==> config.mk <==
export PLATFORM = sky130hd
export DESIGN_NAME = avec_ack_gen
export DESIGN_NICKNAME = d
export VERILOG_FILES = /design/src/rtl/avec_pkg.sv /design/src/rtl/avec_qualify.sv /design/src/rtl/avec_lockout_fsm.sv /design/src/rtl/avec_ack_gen.sv
export SDC_FILE = /design/constraint.sdc
export NUM_CORES = 1
export LEC_CHECK = 0
export BUFFER_PORTS_ARGS = -buffer_cell sky130_fd_sc_hd__buf_2
export CAP_MARGIN = 40
export CORE_AREA = 4 4 41 43
export DETAILED_ROUTE_END_ITERATION = 10
export DIE_AREA = 0 0 45 47
export PLACE_DENSITY = 0.42
export SYNTH_ARGS = -nofsm -noshare
export SYNTH_HDL_FRONTEND = slang
export SYNTH_SLANG_ARGS = --single-unit
==> constraint.sdc <==
create_clock -name clk8 -period 2.05 [get_ports clk8]
set_clock_uncertainty 0.1 [all_clocks]
set_input_delay 0.1025 -clock clk8 [delete_from_list [all_inputs] [get_ports clk8]]
set_output_delay 0.1025 -clock clk8 [all_outputs]
set_load 0.005 [all_outputs]
==> src/rtl/avec_pkg.sv <==
package avec_pkg;

    parameter int FC_W   = 3;
    parameter int ADDR_W = 4;

    typedef enum logic [1:0] {
        ST_IDLE   = 2'd0,
        ST_DRIVE  = 2'd1,
        ST_LOCKED = 2'd2
    } avec_state_e;

endpackage

==> src/rtl/avec_qualify.sv <==
module avec_qualify #(
    parameter int FC_W   = avec_pkg::FC_W,
    parameter int ADDR_W = avec_pkg::ADDR_W
) (
    input  logic              clk8,
    input  logic              rst_n,
    input  logic [FC_W-1:0]   fc,
    input  logic [ADDR_W-1:0] addr_hi,
    input  logic              vpa_n,
    output logic              qual_q
);

    localparam logic [FC_W-1:0]   ACK_FC   = {FC_W{1'b1}};
    localparam logic [ADDR_W-1:0] ACK_ADDR = {ADDR_W{1'b1}};

    logic hit;

    always_comb begin
        hit = (fc == ACK_FC) && (addr_hi == ACK_ADDR) && !vpa_n;
    end

    always_ff @(negedge clk8 or negedge rst_n) begin
        if (!rst_n) qual_q <= 1'b0;
        else        qual_q <= hit;
    end

    // a true stage output always traces back to the full pattern one edge before
    p_stage_pattern_r2: assert property (@(negedge clk8) disable iff (!rst_n)
        qual_q |-> $past((fc == ACK_FC) && (addr_hi == ACK_ADDR) && !vpa_n));

endmodule

==> src/rtl/avec_lockout_fsm.sv <==
module avec_lockout_fsm
    import avec_pkg::*;
(
    input  logic clk8,
    input  logic rst_n,
    input  logic qual_q,
    input  logic dtack_lvl,
    input  logic as_n,
    output logic avec_n
);

    avec_state_e state_q, state_d;
    logic        fire_ok;

    always_comb begin
        fire_ok = qual_q && dtack_lvl && !as_n;
    end

    always_comb begin
        state_d = state_q;
        unique case (state_q)
            ST_IDLE:   if (fire_ok) state_d = ST_DRIVE;               // FIRE
            ST_DRIVE:  if (as_n) state_d = ST_IDLE;                   // RELEASE
                       else if (!fire_ok) state_d = ST_LOCKED;        // DROP
            ST_LOCKED: if (as_n) state_d = ST_IDLE;                   // RELEASE
            default:   state_d = ST_IDLE;
        endcase
    end

    always_ff @(negedge clk8 or negedge rst_n) begin
        if (!rst_n) state_q <= ST_IDLE;
        else        state_q <= state_d;
    end

    always_comb begin
        avec_n = (state_q != ST_DRIVE);
    end

    // a request only starts after the full firing condition was sampled
    p_fire_cause_r4: assert property (@(negedge clk8) disable iff (!rst_n)
        $fell(avec_n) |-> $past(qual_q && dtack_lvl && !as_n));

    // strobe high removes the request on that edge
    p_release_r5: assert property (@(negedge clk8) disable iff (!rst_n)
        as_n |=> avec_n);

    // once dropped inside a strobe-low interval, it stays off while the strobe is low
    p_single_r6: assert property (@(negedge clk8) disable iff (!rst_n)
        ($rose(avec_n) && !as_n) |=> avec_n);

    // reset holds the request off
    p_reset_r1: assert property (@(negedge clk8)
        !rst_n |-> avec_n);

endmodule

==> src/rtl/avec_ack_gen.sv <==
module avec_ack_gen #(
    parameter int FC_W   = avec_pkg::FC_W,
    parameter int ADDR_W = avec_pkg::ADDR_W
) (
    input  logic              clk8,
    input  logic              rst_n,
    input  logic [FC_W-1:0]   fc,
    input  logic [ADDR_W-1:0] addr_hi,
    input  logic              vpa_n,
    input  logic              as_n,
    input  logic              dtack_lvl,
    output logic              avec_n
);

    logic qual_q;

    avec_qualify #(.FC_W(FC_W), .ADDR_W(ADDR_W)) u_qual (
        .clk8    (clk8),
        .rst_n   (rst_n),
        .fc      (fc),
        .addr_hi (addr_hi),
        .vpa_n   (vpa_n),
        .qual_q  (qual_q)
    );

    avec_lockout_fsm u_fsm (
        .clk8      (clk8),
        .rst_n     (rst_n),
        .qual_q    (qual_q),
        .dtack_lvl (dtack_lvl),
        .as_n      (as_n),
        .avec_n    (avec_n)
    );

    // the request is never present without the strobe having been low one edge earlier
    p_latency_r3: assert property (@(negedge clk8) disable iff (!rst_n)
        !avec_n |-> $past(!as_n));

endmodule

==> summary.md <==
| Metric | Value |
|---|---|
| Post-Synth XOR/XNOR Area | `0%` |
| Core Box Area | `about 1300 um2` |
| Number of standard-cell rows in the floorplan | `13` |
| Status | `finished, violations left` |
| IR Drop Worst-Case VDD | `roughly 210 uV` |
| Cell type with the highest aggregate area in the netlist | `dfrtn_1` |
| Number of hold-repair buffers added at the cts stage | `0` |
| Largest net degree at the start of global routing | `4` |
| Routed via count divided by cell count | `about 3.6` |
| Startpoint Class | `register` |
| Avg WL per Cell | `between 9 and 10 um` |
| Maximum fanout count along the critical path | `2` |
| Total clock buffers created by CTS | `3` |
| Reg-to-Reg Start | `u_fsm.state_q[1]$_DFFE_NN0P_` |
| Clock transition at the registers of the reported paths | `approximately 0.03 ns` |
| Startpoint of the most critical hold path | `u_qual.qual_q$_DFF_NN0_` |
| TritonCTS clock tree | `yes` |
| Synthesized instance count | `12` |
| Post-synthesis mux area share | `under 10%` |
| First-pass iteration count of the detailed router | `2` |
| Die Y-Extent | `~47 um` |
| Largest stage delay on the critical path | `approximately 0.45 ns` |
| CP bufs+invs | `1` |
| Count of final max-slew check failures | `0` |
| Reg-to-reg slack, setup | `0.97 ns` |
| Final hold violations | `0` |
| Violated checks | `negative setup slack` |
| WHS Endpoint | `u_fsm.state_q[0]$_DFFE_NN0P_` |
| Combined area of all synthesized cells | `131 um2` |
| Final Routed Wirelength | `approximately 420 um` |
| Worst-path cell with the longest stage delay | `dfrtn_1` |
| Library cell with the highest instance count after synthesis | `dfrtn_1` |
| Clock Path Buffers | `2` |
| GR Overflow Total | `0` |
| Number of flops mapped to enable cells by yosys | `0` |
| Antenna viol nets, final | `0` |
| Top post-synthesis cells by count | `3 x dfrtn_1, 2 x nor2_1` |
| Proportion of layout cells with a drive suffix above 1 | `64.5%` |
| Cell breakdown of the critical path | `nand2b_4 > buf_6` |
| Count of antenna diodes in the layout | `0` |
| Initial antenna violation count | `0` |
| Horizontal die dimension | `45 um` |
| Synth Area in Simple Gates | `28.6%` |
| DR vias | `around 160` |
| Max_slew headroom | `between 90% and 100%` |
| Area share of the largest cell type after synthesis | `57.1%` |
| Count of max-cap constraint violations | `0` |
| Setup violation total in the final timing report | `1` |
| Critical path class | `register to primary output` |
| Latest clock arrival within the worst-skew pair | `approximately 0.24 ns` |
| CTS root buffer | `clkbuf_4` |
| Share of synthesized cell area in full adder, half adder and majority cells | `0%` |
| Syn_area_per_cell | `10.9 um2` |
| Number of storage elements in the synthesis netlist | `3` |
| Length in cells of the worst reg-to-reg path | `5` |
| Number of global-route vias before repair | `between 150 and 200` |
| RSZ-0062 raised after global routing | `true` |
| Effective utilization at floorplan | `just over 10%` |
| Total leakage power | `0.132 nW` |
| Placer Congestion | `~0.57` |
| Asr flop ratio synth | `between 90% and 100%` |
| Total Die Area | `around 2100 um2` |
| Critical register-to-register path endpoint | `u_fsm.state_q[1]$_DFFE_NN0P_` |
| Synthesized-area fraction occupied by ao, oa, aoi and oai cells | `6.67%` |
| I/O Buffers | `12` |
| Sequential area share after synthesis | `57.1%` |
| Post-layout utilization of the core | `21.0%` |
| Worst hold margin | `about 0.43 ns` |
| Family with the most delay on the worst path | `flip-flops` |
| I/O pin cnt | `13` |
| Measured slew at the worst slew-check pin | `between 0.1 and 0.15 ns` |
| Total clock sinks | `3` |
| Class of the tightest hold or removal check | `register to register` |
| Layout overhead on the synthesized area | `108%` |
| Smallest setup slack after layout | `-0.0353 ns` |
| Global-route wire length before repair | `between 600 and 700 um` |
| Worst setup slack before clock tree synthesis | `between 0.15 and 0.2 ns` |
| All-layer global routing usage | `about 5.2%` |
| Synth unique cells | `9` |
| Required time reported for the critical path endpoint | `between 1.5 and 2 ns` |
| Number of cells traversed by the worst hold path | `2` |
| Net total in the final layout | `44` |
| Element type at the critical path end | `primary output` |
| H-tree depth reported by CTS | `1` |
| Most frequently used flop master after synthesis | `dfrtn_1` |
| Post-detailed-route DRC marker count | `0` |
| Most area-consuming cells after synthesis | `dfrtn_1 57%, mux2i_1 7.6%, a21oi_2 6.7%` |
| Number of DRC violations after detailed-routing iteration 0 | `3` |
| Syn Nets | `24` |
| Data arrival, critical path | `1.88 ns` |
| Combinational family with the most area after synthesis | `simple AND/OR/NAND/NOR gates` |
| Power per Cell Area | `646 nW/um2` |
| Warning count from the yosys run | `0` |
[timing repair]
action	4_1_cts	5_1_grt
pin swaps	0	0
resized for setup	0	2
buffers inserted	2	1
endpoints found under the setup margin	1	1
[cell type report]
| cell class | count | area [um2] |
|---|---|---|
| fillers | 163 | 1030 |
| clock buffers | 4 | 26.3 |
| repair buffers | 15 | 88.8 |
| well taps | 15 | 18.8 |
| multi-input cells | 9 | 63.8 |
| flip-flops and latches | 3 | 75.1 |
[routing by layer]
layer / GRT usage, % / share of wire (%) / routed length (um)
met2: 6.50 / 40 / 167
met1: 5.49 / 45 / 188
met4: 3.51 / 0 / 0
met3: 4.98 / 16 / 67
met5: 0 / 0 / 0
[where the power goes]
group	switching (mW)	total [mW]	internal (mW)
combinational	0.00511	0.0134	0.00830
clock	0.0297	0.103	0.0729
sequential	0.0000767	0.0601	0.0600
[worst reg2reg max path: stages (launching register included)]
cell and delay (ns):
dfrtn_1 0.40, buf_4 0.10, buf_4 0.10, a21oi_2 0.03, mux2i_1 0.14, nor2_1 0.05
[registers in the layout (all words and copies together), names as in the netlist]
register	cells
u_fsm.state_q	2
u_qual.qual_q	1
[worst max path at each step]
stage	from	end	cells after the start
2_1_floorplan	u_fsm.state_q[1]$_DFFE_NN0P_	avec_n	1
3_3_place_gp	u_fsm.state_q[1]$_DFFE_NN0P_	avec_n	2
3_5_place_dp	u_fsm.state_q[1]$_DFFE_NN0P_	avec_n	2
4_1_cts	u_fsm.state_q[1]$_DFFE_NN0P_	avec_n	2
5_1_grt	u_fsm.state_q[0]$_DFFE_NN0P_	avec_n	2
6_report	u_fsm.state_q[0]$_DFFE_NN0P_	avec_n	2
[metrics by stage]
stage	TNS (ns)	instance area, um2	power (mW)	cells
2_1_floorplan	0	131	0.0619	12
3_3_place_gp	0	210	0.0745	39
3_5_place_dp	0	210	0.0745	39
4_1_cts	-0.0148	251	0.182	45
5_1_grt	-0.0740	273	0.191	46
6_report	-0.0353	273	0.176	46
[layout by cell type (no fill, tap or decap)]
master / n
buf_2: 11
clkbuf_4: 3
buf_4: 3
dfrtn_1: 3
nor2_1: 2
nand2b_4: 1
nand4b_1: 1
nand4_1: 1
nand2_1: 1
nor3_1: 1
a21oi_2: 1
mux2i_1: 1
clkbuf_1: 1
buf_6: 1
[cells by family (layout without fill, tap and decap cells)]
kind of cell           after synthesis  after routing
AO/OA/AOI/OAI                        1              1
buffers and inverters                0             19
flip-flops                           3              3
multiplexers                         1              1
AND/OR/NAND/NOR                      7              7
Note: power is estimated with default switching activity, not from simulation.
